File: config.mk
export PLATFORM = sky130hd
export DESIGN_NAME = mdio_cmd_engine
export DESIGN_NICKNAME = d
export VERILOG_FILES = /design/src/rtl/mdio_pkg.sv /design/src/rtl/mdio_clk_div.sv /design/src/rtl/mdio_shifter.sv /design/src/rtl/mdio_cmd_engine.sv
export SDC_FILE = /design/constraint.sdc
export NUM_CORES = 1
export LEC_CHECK = 0
export ABC_AREA = 1
export BUFFER_PORTS_ARGS = -buffer_cell sky130_fd_sc_hd__buf_4
export CAP_MARGIN = 40
export CORE_ASPECT_RATIO = 0.9
export CORE_MARGIN = 3
export CORE_UTILIZATION = 30
export CTS_CLUSTER_DIAMETER = 150
export DETAILED_ROUTE_END_ITERATION = 16
export PLACE_DENSITY_LB_ADDON = 0.05
export SLEW_MARGIN = 10
export SYNTH_ARGS = -nofsm -noshare
export SYNTH_HDL_FRONTEND = slang
export SYNTH_SLANG_ARGS = --single-unit
File: constraint.sdc
create_clock -name clk -period 2 [get_ports clk]
set_clock_uncertainty 0.15 [all_clocks]
set_input_delay 0.1 -clock clk [delete_from_list [all_inputs] [get_ports clk]]
set_output_delay 0.1 -clock clk [all_outputs]
set_load 0.005 [all_outputs]
File: src/rtl/mdio_pkg.sv
package mdio_pkg;
  localparam int FRAME_BITS = 64;
  localparam int TA_IDX     = 46;   // first turnaround bit time
  localparam int DATA_IDX   = 48;   // first data bit time
  localparam int IDX_W      = $clog2(FRAME_BITS);

  localparam logic [11:0] OFS_CMD  = 12'h3C0;
  localparam logic [11:0] OFS_DATA = 12'h3C4;
  localparam logic [11:0] OFS_STAT = 12'h3D0;

  localparam int BIT_BUSY = 20;
  localparam int BIT_RD   = 17;
  localparam int BIT_WR   = 16;

  // full serial image of one management frame, MSB sent first
  function automatic logic [FRAME_BITS-1:0] build_frame(
      input logic        is_rd,
      input logic [4:0]  phy,
      input logic [4:0]  rg,
      input logic [15:0] wval);
    logic [1:0]  op;
    logic [1:0]  ta;
    logic [15:0] body;
    op   = is_rd ? 2'b10 : 2'b01;
    ta   = is_rd ? 2'b11 : 2'b10;
    body = is_rd ? 16'hFFFF : wval;
    return {32'hFFFF_FFFF, 2'b01, op, phy, rg, ta, body};
  endfunction

  function automatic logic cmd_valid(input logic [31:0] w);
    return w[BIT_BUSY] && (w[BIT_RD] ^ w[BIT_WR]);
  endfunction
endpackage

File: src/rtl/mdio_clk_div.sv
module mdio_clk_div #(
  parameter int DIV_HALF = 2
) (
  input  logic clk,
  input  logic rst_n,
  input  logic run,
  output logic mdc,
  output logic rise_tick,
  output logic fall_tick
);
  localparam int CW = (DIV_HALF > 1) ? $clog2(DIV_HALF) : 1;

  logic [CW-1:0] cnt_q;
  logic          mdc_q;
  logic          wrap;

  assign wrap = (cnt_q == CW'(DIV_HALF - 1));

  always_ff @(posedge clk) begin
    if (!rst_n || !run) begin
      cnt_q <= '0;
      mdc_q <= 1'b0;
    end else if (wrap) begin
      cnt_q <= '0;
      mdc_q <= ~mdc_q;
    end else begin
      cnt_q <= cnt_q + CW'(1);
    end
  end

  assign mdc       = mdc_q;
  assign rise_tick = run && wrap && !mdc_q;
  assign fall_tick = run && wrap &&  mdc_q;
endmodule

File: src/rtl/mdio_shifter.sv
module mdio_shifter
  import mdio_pkg::*;
(
  input  logic                  clk,
  input  logic                  rst_n,
  input  logic                  start,
  input  logic [FRAME_BITS-1:0] start_frame,
  input  logic                  is_rd,
  input  logic                  rise_tick,
  input  logic                  fall_tick,
  input  logic                  mdio_in,
  output logic                  ser_bit,
  output logic [IDX_W-1:0]      bit_idx,
  output logic [15:0]           rd_word,
  output logic                  ta_bad,
  output logic                  frame_done
);
  logic [FRAME_BITS-1:0] frame_q;
  logic [IDX_W-1:0]      idx_q;
  logic [15:0]           rd_q;
  logic                  ta_q;
  logic                  last_bit;

  assign last_bit   = (idx_q == IDX_W'(FRAME_BITS - 1));
  assign frame_done = fall_tick && last_bit;

  always_ff @(posedge clk) begin
    if (!rst_n) begin
      frame_q <= '1;
      idx_q   <= '0;
      rd_q    <= '0;
      ta_q    <= 1'b0;
    end else if (start) begin
      frame_q <= start_frame;
      idx_q   <= '0;
      ta_q    <= 1'b0;
    end else begin
      if (rise_tick && is_rd) begin
        if (idx_q == IDX_W'(TA_IDX + 1)) ta_q <= mdio_in;
        if (idx_q >= IDX_W'(DATA_IDX))   rd_q <= {rd_q[14:0], mdio_in};
      end
      if (fall_tick && !last_bit) begin
        idx_q   <= idx_q + IDX_W'(1);
        frame_q <= {frame_q[FRAME_BITS-2:0], 1'b1};
      end
    end
  end

  assign ser_bit = frame_q[FRAME_BITS-1];
  assign bit_idx = idx_q;
  assign rd_word = rd_q;
  assign ta_bad  = ta_q;
endmodule

File: src/rtl/mdio_cmd_engine.sv
module mdio_cmd_engine
  import mdio_pkg::*;
#(
  parameter int DIV_HALF = 2,
  parameter int ADDR_W   = 12
) (
  input  logic              clk,
  input  logic              rst_n,
  input  logic              bus_wr,
  input  logic [ADDR_W-1:0] bus_addr,
  input  logic [31:0]       bus_wdata,
  output logic [31:0]       bus_rdata,
  output logic              mdc,
  output logic              mdio_o,
  output logic              mdio_oe,
  input  logic              mdio_i
);
  logic             busy_q, op_rd_q, op_wr_q;
  logic [4:0]       phy_q, reg_q;
  logic [15:0]      wval_q, rval_q;
  logic             inval_q;

  logic             sel_cmd, sel_data, sel_stat;
  logic             cmd_accept;
  logic             rise_tick, fall_tick, frame_done;
  logic             ser_bit, ta_bad;
  logic [IDX_W-1:0] bit_idx;
  logic [15:0]      rd_word;
  logic [FRAME_BITS-1:0] start_frame;
  logic             in_rx_phase;

  assign sel_cmd  = (bus_addr == ADDR_W'(OFS_CMD));
  assign sel_data = (bus_addr == ADDR_W'(OFS_DATA));
  assign sel_stat = (bus_addr == ADDR_W'(OFS_STAT));

  assign cmd_accept  = bus_wr && sel_cmd && !busy_q && cmd_valid(bus_wdata);
  assign start_frame = build_frame(bus_wdata[BIT_RD], bus_wdata[12:8],
                                   bus_wdata[4:0], wval_q);

  always_ff @(posedge clk) begin
    if (!rst_n) begin
      busy_q  <= 1'b0;
      op_rd_q <= 1'b0;
      op_wr_q <= 1'b0;
      phy_q   <= '0;
      reg_q   <= '0;
      wval_q  <= '0;
      rval_q  <= '0;
      inval_q <= 1'b0;
    end else begin
      if (cmd_accept) begin
        busy_q  <= 1'b1;
        op_rd_q <= bus_wdata[BIT_RD];
        op_wr_q <= bus_wdata[BIT_WR];
        phy_q   <= bus_wdata[12:8];
        reg_q   <= bus_wdata[4:0];
      end else if (frame_done) begin
        busy_q <= 1'b0;
        if (op_rd_q) begin
          rval_q  <= rd_word;
          inval_q <= ta_bad;
        end
      end
      if (bus_wr && sel_data) wval_q <= bus_wdata[15:0];
    end
  end

  mdio_clk_div #(.DIV_HALF(DIV_HALF)) div_i (
    .clk       (clk),
    .rst_n     (rst_n),
    .run       (busy_q),
    .mdc       (mdc),
    .rise_tick (rise_tick),
    .fall_tick (fall_tick)
  );

  mdio_shifter ser_i (
    .clk         (clk),
    .rst_n       (rst_n),
    .start       (cmd_accept),
    .start_frame (start_frame),
    .is_rd       (op_rd_q),
    .rise_tick   (rise_tick),
    .fall_tick   (fall_tick),
    .mdio_in     (mdio_i),
    .ser_bit     (ser_bit),
    .bit_idx     (bit_idx),
    .rd_word     (rd_word),
    .ta_bad      (ta_bad),
    .frame_done  (frame_done)
  );

  assign in_rx_phase = op_rd_q && (bit_idx >= IDX_W'(TA_IDX));
  assign mdio_o  = busy_q ? ser_bit : 1'b1;
  assign mdio_oe = busy_q && !in_rx_phase;

  always_comb begin
    bus_rdata = '0;
    if (sel_cmd)
      bus_rdata = {11'b0, busy_q, 2'b0, op_rd_q, op_wr_q, 3'b0, phy_q, 3'b0, reg_q};
    else if (sel_data)
      bus_rdata = {rval_q, wval_q};
    else if (sel_stat)
      bus_rdata = {31'b0, inval_q};
  end
endmodule

==> results.rst, run 1 <==
.. list-table::
   :header-rows: 1

   * - Metric
     - Value
   * - Share of the clock period used by the worst path
     - 95.0%
   * - Required @ worst endpoint
     - 1750 ps
   * - Total vias in the final route
     - 5209
   * - Remaining antenna violation count after routing
     - 0
   * - Portion of the post-synthesis area used by sequential elements
     - 47.9%
   * - H-Tree Depth
     - 4
   * - Pins Over Slew Limit
     - 0
   * - Crit path largest cell delay
     - 340 ps
   * - Total track usage
     - 15.2%
   * - TritonCTS clock tree
     - done
   * - Clock latency at the later pin of the worst-skew pair
     - 410 ps
   * - Outcome
     - finished clean
   * - Via density
     - 4.66
   * - Count of cell types in the netlist
     - 30
   * - Number of standard cells in the layout, taps in and fillers out
     - 1118
   * - Type of element launching the critical path
     - register
   * - Final-stage net count
     - 915
   * - # Max-Cap Violations
     - 0
   * - Worst Tran Pin Value
     - 564 ps
   * - DRC violation count after routing
     - 0
   * - Cell with the biggest individual delay on the critical path
     - sky130_fd_sc_hd__dfxtp_1
   * - Effective utilization at floorplan
     - 31.3%
   * - Fmax
     - 526 MHz
   * - Number of antenna violations at the first check in global routing
     - 0
   * - Number of iterations in the first detailed-routing pass
     - 4
   * - Cell mode on critical path
     - sky130_fd_sc_hd__buf_4
   * - Half-perimeter wire length after detailed placement
     - 10000 um
   * - RD Place Congestion
     - 0.779
   * - Worst setup slack after layout
     - 99.3 ps
   * - Net count of the mapped netlist
     - 827
   * - Sinks on Clock Net
     - 135
   * - Antenna Cells
     - 0
   * - Total clock buffers created by CTS
     - 17
   * - Reported leakage power
     - 3.27 nW
   * - Port Buf Inserts
     - 69
   * - Ordered list of cells on the worst path
     - buf_4, inv_1, ha_1, nor2_1, o31ai_1, a21oi_1, buf_4
   * - Netlist area before placement
     - 0.00564 sq mm
   * - Final setup TNS
     - 0 ps
   * - Hold Path Class
     - in -> reg
   * - Category of the most critical setup path
     - reg -> out
   * - Number of DRC markers in iteration 0
     - 309
   * - Die area
     - 0.0205 sq mm
   * - Core ar.
     - 0.0180 sq mm
   * - Clock Tree Buf Depth
     - 2
   * - Placed Instances
     - 1061
   * - Routed length per placed instance
     - 13.5 um
   * - Die Y-Extent
     - 136 um
   * - Post-Place Setup Slack
     - 109 ps
   * - Worst-case headroom to the max-slew limit
     - 62.3%
   * - Detailed-route wire length
     - 15000 um
   * - Start point of the worst hold path
     - bus_addr[3]
   * - First-pass GRT wire length
     - 24800 um
   * - Crit Reg-Reg Startpoint
     - ser_i.bit_idx[0]$_SDFFE_PP0P_
   * - Number of register bits inferred by synthesis
     - 135
   * - Buffer type at the clock tree root
     - sky130_fd_sc_hd__clkbuf_16
   * - Number of placement rows
     - 46
   * - Synthesis-to-layout area growth
     - 30.5%
   * - Ports placed on the boundary
     - 83
   * - Overall overflow remaining after global route
     - 0
   * - Count of final hold-check violations
     - 0
   * - Die X
     - 151 um
   * - Gate count of the mapped netlist
     - 777
   * - Critical path buffer and inverter count
     - 3
   * - Post-synthesis average cell area
     - 7.26 sq um
   * - Minimum clock period
     - 1900 ps
   * - Largest net degree at the start of global routing
     - 35
   * - Share of layout cells above drive strength 1
     - 16.2%
   * - Total power after layout
     - 6.25 mW
   * - Power per Cell Area
     - 848 mW/mm^2
   * - Gate family responsible for the most delay along the worst path
     - flip-flops
   * - CP Data Arrival Time
     - 1650 ps
   * - Number of warnings issued by yosys
     - 0
   * - Unrepaired setup endpoints after global routing
     - yes
   * - Register clock-pin slew on the reported worst setup and hold paths
     - 50 ps
   * - Worst setup path start
     - ser_i.bit_idx[0]$_SDFFE_PP0P_
   * - Largest vdd supply drop
     - 0.563 mV
   * - Number of global-route vias before repair
     - 4930
   * - Largest driver fanout on the critical path
     - 4
   * - Setup bufs post-CTS
     - 0
   * - Number of endpoints failing setup at the final stage
     - 0
   * - Sort of element at the end of the critical path
     - output port
final cells by class:
type,count,area (sq um)
Clock inverter,12,173
Multi-Input combinational cell,531,2460
Timing Repair Buffer,116,1020
Fill cell,1866,10600
Inverter,64,240
Clock buffer,20,467
Sequential cell,135,2700
Tap cell,240,300
layout by cell type, fill, tap and decap left out, types with 3 or more instances in the layout:
cell                              n
sky130_fd_sc_hd__bufinv_16        4
sky130_fd_sc_hd__nor2_1          63
sky130_fd_sc_hd__dlygate4sd3_1   25
sky130_fd_sc_hd__a21oi_1         43
sky130_fd_sc_hd__nand4_1         13
sky130_fd_sc_hd__inv_2            6
sky130_fd_sc_hd__buf_4           84
sky130_fd_sc_hd__inv_1           57
sky130_fd_sc_hd__clkbuf_8         3
sky130_fd_sc_hd__nand2_1        205
sky130_fd_sc_hd__dfxtp_1        135
sky130_fd_sc_hd__nand3_1        127
sky130_fd_sc_hd__o21ai_1          6
sky130_fd_sc_hd__o21ai_0         32
sky130_fd_sc_hd__clkbuf_16       17
sky130_fd_sc_hd__o21a_1          17
sky130_fd_sc_hd__clkinv_2         4
sky130_fd_sc_hd__buf_12           7
sky130_fd_sc_hd__nand3_2          3
sky130_fd_sc_hd__nor2_2           4
logic make-up after synthesis:
| logic type | count (synthesis) | share of synthesized area, % |
|---|---|---|
| adders and majority gates | 2 | 0.443 |
| DFF | 135 | 47.9 |
| and+or+nand+nor | 425 | 32.8 |
| xor gates and xnor gates | 2 | 0.310 |
| buffers and inverters | 111 | 8.60 |
| AOI/OAI and AO/OA | 102 | 9.96 |
tightest hold or removal path, stage by stage:
cell and delay [ps]:
sky130_fd_sc_hd__buf_4 80, sky130_fd_sc_hd__nor2_1 40, sky130_fd_sc_hd__nand3_2 100, sky130_fd_sc_hd__inv_1 80
sky130_fd_sc_hd__nand2_1 90, sky130_fd_sc_hd__o21ai_1 60
metrics by stage:
step                      hold slack, ps  util, %  instance area (sq um)
after floorplan                     84.9        -                   5640
after global placement               172     35.9                   6470
after detailed placement             184     35.9                   6470
after CTS                           34.3     40.8                   7360
after global routing                 114     40.9                   7370
final                               51.3     40.9                   7370
final timing paths:
kind / slack [ps] / to / cells past startpoint
hold reg to reg: 300 / div_i.cnt_q$_SDFF_PP0_ / 1
hold / removal: 50 / reg_q[2]$_SDFFE_PN0P_ / 6
setup reg to reg: 160 / ser_i.frame_q[20]$_SDFFE_PN1P_ / 10
setup / recovery: 100 / mdio_oe / 7
where the power goes:
part	switching, mW	internal [mW]	total [mW]	leakage, nW
Combinational	0.110	0.0958	0.205	1.87
Sequential	0.0000750	2.69	2.69	1.09
Clock	1.17	2.18	3.35	0.312
Total	1.28	4.97	6.25	3.27
Yosys cell counts (all sizes together):
master	number	area, sq um
nand2	207	782
dfxtp	135	2700
nand3	130	666
nor2	67	262
inv	63	236
a21oi	43	215
o21ai	38	190
buf	29	178
clkbuf	18	67.6
o21a	17	128
nand4	13	81.3
nor3	3	26.3
ha	2	25.0
nand3b	2	15.0
o22ai	2	12.5
or2	2	12.5
xor2	2	17.5
clkinv	1	3.75
nor4	1	6.26
o2111ai	1	8.76
o31ai	1	7.51
sequential cells by signal, summed over array words and instances, names as in the netlist, 5 cells and up:
signal,count
ser_i.bit_idx,6
reg_q,5
rval_q,16
phy_q,5
ser_i.rd_word,16
ser_i.frame_q,64
wval_q,16
routing by layer:
metal,GRT usage (%),wire [um],share of wire [%],vias to the layer above
met5,0,0,0,-
met4,3.96,144,0.96,0
met3,3.87,599,4.0,12
met2,22.7,6410,43,74
met1,21.7,7890,52,2422
li1,-,-,-,2701
what timing repair did:
item	in CTS	in global routing
endpoints found under the hold margin	45	0
endpoints found under the setup margin	0	6
hold buffers	25	0
gates resized for setup	0	2
Note: power is estimated with default switching activity, not from simulation.
==> run 2: changes to the inputs <==
--- a/config.mk
+++ b/config.mk
@@ -14,6 +14,7 @@
 export CTS_CLUSTER_DIAMETER = 150
 export DETAILED_ROUTE_END_ITERATION = 16
 export PLACE_DENSITY_LB_ADDON = 0.05
+export RECOVER_POWER = 25
 export SLEW_MARGIN = 10
 export SYNTH_ARGS = -nofsm -noshare
 export SYNTH_HDL_FRONTEND = slang
==> results.rst, run 2 (synthesis gave the netlist of run 1 again) <==
.. list-table::
   :header-rows: 1

   * - Metric
     - Value
   * - Largest vdd supply drop
     - 0.565 mV (+0.38%)
   * - Number of DRC markers in iteration 0
     - 321 (+3.9%)
   * - Utilization after layout
     - 40.7% (-0.14 points)
   * - First-pass GRT wire length
     - 24800 um (unchanged)
   * - Minimum clock period
     - 1900 ps (+2.31 ps)
   * - RD Place Congestion
     - 0.779 (unchanged)
   * - Core ar.
     - 0.0180 sq mm (unchanged)
   * - Total vias in the final route
     - 5235 (+0.50%)
   * - Final setup TNS
     - 0 ps (unchanged)
   * - Most common library cell in the layout ignoring fill and taps
     - sky130_fd_sc_hd__nand2_1
   * - Buffer type at the clock tree root
     - sky130_fd_sc_hd__clkbuf_16
   * - Antenna Cells
     - 0 (unchanged)
   * - Highest-count cells in the layout ignoring fill and taps
     - sky130_fd_sc_hd__nand2_1, sky130_fd_sc_hd__dfxtp_1, sky130_fd_sc_hd__nand3_1
   * - Busiest layer in global routing
     - met2
   * - Largest driver fanout on the critical path
     - 4 (unchanged)
   * - Logic gate share of total power
     - 3.3% (about the same)
   * - Share of layout cells above drive strength 1
     - 15.9% (-0.23 points)
   * - Type of element launching the critical path
     - register
   * - Share of the clock period used by the worst path
     - 95.1% (+0.12 points)
   * - Sort of element at the end of the critical path
     - output port
   * - Required @ worst endpoint
     - 1750 ps (about the same)
   * - Number of standard cells in the layout, taps in and fillers out
     - 1118 (unchanged)
   * - Unrepaired setup endpoints after global routing
     - yes
   * - Die Y-Extent
     - 136 um (unchanged)
   * - Effective utilization at floorplan
     - 31.3% (unchanged)
   * - Reg2Reg Depth
     - 10 (unchanged)
   * - Placed Instances
     - 1061 (unchanged)
   * - Half-perimeter wire length after detailed placement
     - 10000 um (unchanged)
   * - Reported leakage power
     - 3.25 nW (-0.53%)
   * - Total clock buffers created by CTS
     - 17 (unchanged)
   * - Met3 routing resource usage after global routing
     - 3.87% (unchanged)
   * - Sequential power share
     - 43.1% (about the same)
   * - Outcome
     - finished clean
   * - Final-stage net count
     - 915 (unchanged)
   * - Sinks on Clock Net
     - 135 (unchanged)
   * - Clock power share
     - 53.6% (about the same)
   * - Largest net degree at the start of global routing
     - 35 (unchanged)
   * - Number of iterations in the first detailed-routing pass
     - 4 (unchanged)
   * - Worst Tran Pin Value
     - 656 ps (+91.6 ps)
   * - Total track usage
     - 15.2% (unchanged)
   * - Detailed-route wire length
     - 15100 um (about the same)
   * - Setup bufs post-CTS
     - 0 (unchanged)
   * - Number of endpoints failing setup at the final stage
     - 0 (unchanged)
   * - Worst-case headroom to the max-slew limit
     - 56.3% (-6.0 points)
   * - Switching share of power
     - 20.5% (about the same)
   * - Crit Reg-Reg Startpoint
     - ser_i.bit_idx[0]$_SDFFE_PP0P_
   * - Reg with most FFs
     - ser_i.frame_q
   * - Max reg flops
     - 64 (unchanged)
   * - Count of final hold-check violations
     - 0 (unchanged)
   * - Port Buf Inserts
     - 69 (unchanged)
   * - Die area
     - 0.0205 sq mm (unchanged)
   * - GR met2 Demand/Resource
     - 22.7% (unchanged)
   * - Pins Over Slew Limit
     - 0 (unchanged)
   * - End of the worst register-to-register path
     - ser_i.frame_q[20]$_SDFFE_PN1P_
   * - Clock latency at the later pin of the worst-skew pair
     - 420 ps (about the same)
   * - Number of placement rows
     - 46 (unchanged)
   * - Internal
     - 4.97 mW (about the same)
   * - Routed length per placed instance
     - 13.5 um (about the same)
   * - Die X
     - 151 um (unchanged)
   * - Via density
     - 4.68 (+0.50%)
   * - H-Tree Depth
     - 4 (unchanged)
   * - Category of the most critical setup path
     - reg -> out
   * - Clock Tree Buf Depth
     - 2 (unchanged)
   * - Worst setup path start
     - ser_i.bit_idx[0]$_SDFFE_PP0P_
   * - TritonCTS clock tree
     - done
   * - Number of antenna violations at the first check in global routing
     - 0 (unchanged)
   * - Ports placed on the boundary
     - 83 (unchanged)
   * - Met1 capacity usage during global routing
     - 21.7% (unchanged)
   * - Register clock-pin slew on the reported worst setup and hold paths
     - 60 ps (about the same)
   * - Capturing instance or port of the critical path
     - mdio_oe
   * - Overall overflow remaining after global route
     - 0 (unchanged)
   * - Remaining antenna violation count after routing
     - 0 (unchanged)
   * - Hold Path Class
     - in -> reg
   * - Power per Cell Area
     - 851 mW/mm^2 (+0.34%)
   * - FF-to-FF setup slack
     - 160 ps (about the same)
   * - Number of global-route vias before repair
     - 4930 (unchanged)
   * - Fmax
     - 525 MHz (-0.12%)
   * - DRC violation count after routing
     - 0 (unchanged)
   * - CP Data Arrival Time
     - 1650 ps (about the same)
   * - Total power after layout
     - 6.25 mW (about the same)
   * - Synthesis-to-layout area growth
     - 30.1%
   * - # Max-Cap Violations
     - 0 (unchanged)
   * - Sw power
     - 1.28 mW (about the same)
run 2: cell types whose count changed in the layout (fill, tap and decap cells not counted), sizes merged:
cell / before / now
clkbuf: 20 / 29
buf: 91 / 82
run 2: worst min path at each step:
stage / from / endpoint / slack, ps / depth (start not counted)
6_report: bus_addr[3] / op_wr_q$_SDFFE_PN0P_ / 50 / 6
5_1_grt: bus_addr[3] / op_wr_q$_SDFFE_PN0P_ / 110 / 6
4_1_cts: bus_addr[3] / op_wr_q$_SDFFE_PN0P_ / 30 / 6
3_5_place_dp: bus_wdata[7] / wval_q[7]$_SDFFE_PN0P_ / 180 / 3
3_3_place_gp: bus_wdata[15] / wval_q[15]$_SDFFE_PN0P_ / 170 / 3
2_1_floorplan: bus_wdata[0] / wval_q[0]$_SDFFE_PN0P_ / 80 / 2
run 2: through the flow:
stage	hold WS, ps	cell area [sq um]	worst slack (ps)
3_5_place_dp	184	6470	109
2_1_floorplan	84.9	5640	368
5_1_grt	114	7340	-16.6
6_report	47.7	7340	97.0
3_3_place_gp	172	6470	126
4_1_cts	34.3	7360	39.4
run 2: what timing repair did:
item,4_1_cts,5_1_grt
setup endpoints to repair,0,6
resized for setup,0,2
hold buffers,25,0
endpoints found under the hold margin,45,0
run 2: worst max-delay path: stages (launching register included):
cell                      delay [ps]
sky130_fd_sc_hd__dfxtp_1         340
sky130_fd_sc_hd__buf_4           130
sky130_fd_sc_hd__inv_1            60
sky130_fd_sc_hd__ha_1            200
sky130_fd_sc_hd__nor2_1          110
sky130_fd_sc_hd__o31ai_1          80
sky130_fd_sc_hd__a21oi_1         180
sky130_fd_sc_hd__buf_4           140
run 2: area by class of cell:
cell class,instances,area (sq um)
clock buffers,20,467
clock inverters,12,173
flip-flops and latches,135,2700
multi-input cells,531,2460
inverters,64,240
well taps,240,300
fillers,1869,10700
repair buffers,116,996
run 2: power by group through the flow:
stage / logic (mW) / clock network, mW / registers, mW
final: 0.206 / 3.35 / 2.69
after global routing: 0.225 / 3.55 / 2.69
after CTS: 0.207 / 3.45 / 2.69
after detailed placement: 0.175 / 0 / 2.75
after global placement: 0.174 / 0 / 2.75
after floorplan: 0.0766 / 0 / 2.75
run 2: routing by layer:
metal	up-vias	routed length (um)
li1	2698	-
met1	2443	7820
met2	84	6370
met3	10	720
met4	0	131
met5	-	0
==> run 3: changes to the inputs <==
--- a/config.mk
+++ b/config.mk
@@ -18,4 +18,5 @@
 export SLEW_MARGIN = 10
 export SYNTH_ARGS = -nofsm -noshare
 export SYNTH_HDL_FRONTEND = slang
+export SYNTH_HIERARCHICAL = 1
 export SYNTH_SLANG_ARGS = --single-unit
==> constraint.sdc (replaced) <==
create_clock -name clk -period 2.1 [get_ports clk]
set_clock_uncertainty 0.15 [all_clocks]
set_input_delay 0.105 -clock clk [delete_from_list [all_inputs] [get_ports clk]]
set_output_delay 0.105 -clock clk [all_outputs]
set_load 0.005 [all_outputs]
==> results.rst, run 3 <==
.. list-table::
   :header-rows: 1

   * - Metric
     - Value
   * - Portion of the post-synthesis area used by sequential elements
     - 43.3% (-4.6 points)
   * - Ports placed on the boundary
     - 83 (unchanged)
   * - Number of iterations in the first detailed-routing pass
     - 5 (+1)
   * - Proportion of synthesized flip-flops having asynchronous set or reset
     - 0% (unchanged)
   * - First-pass GRT wire length
     - 27800 um (+12%)
   * - Share of the clock period used by the worst path
     - 91.3%
   * - H-Tree Depth
     - 4 (unchanged)
   * - Outcome
     - finished clean
   * - TritonCTS clock tree
     - done
   * - Final-stage net count
     - 1015 (+11%)
   * - Minimum clock period
     - 1920 ps
   * - Required @ worst endpoint
     - 2260 ps (+510 ps)
   * - Pins Over Slew Limit
     - 0 (unchanged)
   * - Register clock-pin slew on the reported worst setup and hold paths
     - 70 ps (about the same)
   * - Netlist area before placement
     - 0.00624 sq mm (+11%)
   * - Final setup TNS
     - 0 ps (unchanged)
   * - Clock Tree Buf Depth
     - 2 (unchanged)
   * - Clock latency at the later pin of the worst-skew pair
     - 420 ps (about the same)
   * - Number of flops mapped to enable cells by yosys
     - 0 (unchanged)
   * - Buffer type at the clock tree root
     - sky130_fd_sc_hd__clkbuf_16
   * - Total clock buffers created by CTS
     - 17 (unchanged)
   * - Total vias in the final route
     - 5774 (+10%)
   * - Placed Instances
     - 1181 (+11%)
   * - Max reg flops
     - 64 (unchanged)
   * - Number of register bits inferred by synthesis
     - 135 (unchanged)
   * - Cell area after placement
     - 0.00708 sq mm (+9.5%)
   * - Total track usage
     - 15.3% (+0.11 points)
   * - Die Y-Extent
     - 143 um (+5.0%)
   * - Share of layout cells above drive strength 1
     - 15.0% (-0.93 points)
   * - Sinks on Clock Net
     - 135 (unchanged)
   * - Core ar.
     - 0.0202 sq mm (+12%)
   * - Cell with the biggest individual delay on the critical path
     - sky130_fd_sc_hd__dlygate4sd3_1
   * - Port Buf Inserts
     - 69 (unchanged)
   * - CP Data Arrival Time
     - 2080 ps (+430 ps)
   * - Type of element launching the critical path
     - input port
   * - Reg with most FFs
     - ser_i/frame_q
   * - Number of warnings issued by yosys
     - 6 (+6)
   * - Post-synthesis average cell area
     - 7.21 sq um (-0.71%)
   * - Routed length per placed instance
     - 13.9 um (+3.3%)
   * - Via density
     - 4.68 (about the same)
   * - RD Place Congestion
     - 0.733 (-5.9%)
   * - DRC violation count after routing
     - 0 (unchanged)
   * - Number of standard cells in the layout, taps in and fillers out
     - 1234 (+10%)
   * - Main flop type after synthesis
     - sky130_fd_sc_hd__dfxtp_1
   * - Antenna Cells
     - 0 (unchanged)
   * - Count of cell types in the netlist
     - 35 (+17%)
   * - Fmax
     - 522 MHz
   * - Number of endpoints failing setup at the final stage
     - 0 (unchanged)
   * - Half-perimeter wire length after detailed placement
     - 11000 um (+9.6%)
   * - Largest net degree at the start of global routing
     - 126 (+260%)
   * - Crit path largest cell delay
     - 530 ps (+190 ps)
   * - Setup bufs post-CTS
     - 0 (unchanged)
   * - Detailed-route wire length
     - 17200 um (+14%)
   * - Count of final hold-check violations
     - 0 (unchanged)
   * - Die area
     - 0.0226 sq mm (+10%)
   * - Most common library cell in the layout ignoring fill and taps
     - sky130_fd_sc_hd__nand3_1
   * - Post-Place Setup Slack
     - 90.4 ps (-18.8 ps)
   * - Final design instance area without fill
     - 0.00785 sq mm (+6.9%)
   * - Reported leakage power
     - 3.43 nW (+5.5%)
   * - Top-count cell post-synth
     - sky130_fd_sc_hd__nand3_1
   * - Category of the most critical setup path
     - in -> reg
   * - Die X
     - 158 um (+5.0%)
   * - Most instantiated cells after synthesis
     - sky130_fd_sc_hd__nand3_1, sky130_fd_sc_hd__dfxtp_1, sky130_fd_sc_hd__a21oi_1
   * - Cell mode on critical path
     - sky130_fd_sc_hd__buf_4
   * - Sort of element at the end of the critical path
     - register
   * - Remaining antenna violation count after routing
     - 0 (unchanged)
   * - Unrepaired setup endpoints after global routing
     - no
   * - Gate count of the mapped netlist
     - 866 (+11%)
   * - # Max-Cap Violations
     - 0 (unchanged)
   * - Worst-case headroom to the max-slew limit
     - 57.0% (+0.69 points)
   * - Highest-count cells in the layout ignoring fill and taps
     - sky130_fd_sc_hd__nand3_1, sky130_fd_sc_hd__dfxtp_1, sky130_fd_sc_hd__a21oi_1
   * - Number of antenna violations at the first check in global routing
     - 0 (unchanged)
   * - Number of global-route vias before repair
     - 5430 (+10%)
   * - Worst setup slack after layout
     - 183 ps (+85.6 ps)
   * - Hold Path Class
     - in -> reg
   * - Number of placement rows
     - 49 (+6.5%)
   * - Worst Tran Pin Value
     - 641 ps (-14.4 ps)
   * - Ordered list of cells on the worst path
     - dlygate4sd3_1, buf_4, inv_1, nand2_2, nand2_1, nor2_1, nand3_4, inv_1, buf_4, nor3_4, buf_4, o21ai_0, nor2_1
   * - Effective utilization at floorplan
     - 30.9% (-0.46 points)
   * - Overall overflow remaining after global route
     - 0 (unchanged)
   * - Largest vdd supply drop
     - 0.461 mV (-18%)
   * - Number of DRC markers in iteration 0
     - 367 (+14%)
   * - Largest driver fanout on the critical path
     - 16 (+12)
   * - Synthesis-to-layout area growth
     - 25.7%
   * - Portion of synthesized cell area occupied by the leading cell type
     - 43.3% (-4.6 points)
   * - Utilization after layout
     - 38.8% (-2.0 points)
   * - Dominant cell type by area after synthesis
     - sky130_fd_sc_hd__dfxtp_1
   * - Top area cells in the synthesized netlist
     - sky130_fd_sc_hd__dfxtp_1, sky130_fd_sc_hd__nand3_1, sky130_fd_sc_hd__a21oi_1, sky130_fd_sc_hd__inv_1, sky130_fd_sc_hd__nand2_1
   * - Power per Cell Area
     - 728 mW/mm^2 (-14%)
## run 3: cell families after synthesis
group	Yosys count	synth area share (%)
AO/OA/AOI/OAI	158	13.8
flip-flops	135	43.3
AND/OR/NAND/NOR	402	30.4
buffers and inverters	166	11.9
adder cells (fa/ha/maj)	1	0.200
other	2	0.120
XOR/XNOR	2	0.281
## run 3: timing repair
item | CTS | global route
endpoints found under the hold margin | 42 | 0
endpoints found under the setup margin | 0 | 17
gates resized for setup | 0 | 5
hold buffers | 19 | 0
## run 3: path summary, 6_finish.rpt
check	start	endpoint	slack [ps]	cells past startpoint
max	bus_wdata[17]	ser_i/rd_word[2]$_SDFFE_PN0P_	180	13
min	bus_wr	wval_q[11]$_SDFFE_PN0P_	170	4
max reg2reg	ser_i/bit_idx[0]$_SDFFE_PP0P_	rval_q[8]$_SDFFE_PN0P_	180	9
min reg2reg	ser_i/frame_q[63]$_SDFFE_PN1P_	ser_i/frame_q[63]$_SDFFE_PN1P_	300	2
## run 3: critical path, delay by kind of cell
family / cells / cell delay (ps)
AO/OA/AOI/OAI: 1 / 180
buffers and inverters: 6 / 1320
AND/OR/NAND/NOR: 6 / 480
## run 3: area by class of cell
class,instances,area [sq um]
clock buffer,18,439
multi-input combinational,599,2940
tap,255,319
inverter,101,380
clock inverter,14,140
timing repair buffer,112,928
fill,2142,12400
sequential,135,2700
## run 3: routing by layer
metal / GRT usage [%] / part of all wire (%) / vias to the layer above
li1: - / - / 3048
met1: 20.5 / 50 / 2667
met2: 24.7 / 48 / 55
met3: 3.45 / 1.9 / 4
met4: 4.48 / 0.37 / 0
met5: 0 / 0 / -
## run 3: power by group
| group | internal (mW) | switching, mW | total (mW) |
|---|---|---|---|
| combinational | 0.0991 | 0.125 | 0.224 |
| clock | 1.69 | 1.24 | 2.93 |
| sequential | 2.56 | 0.0000599 | 2.56 |
| total | 4.35 | 1.37 | 5.71 |
## run 3: per-stage QoR
stage | hold slack [ps] | power [mW]
floorplan | 78.8 | 2.72
global placement | 167 | 2.82
detailed placement | 167 | 2.82
CTS | 136 | 5.82
global route | 179 | 5.96
finish | 166 | 5.71
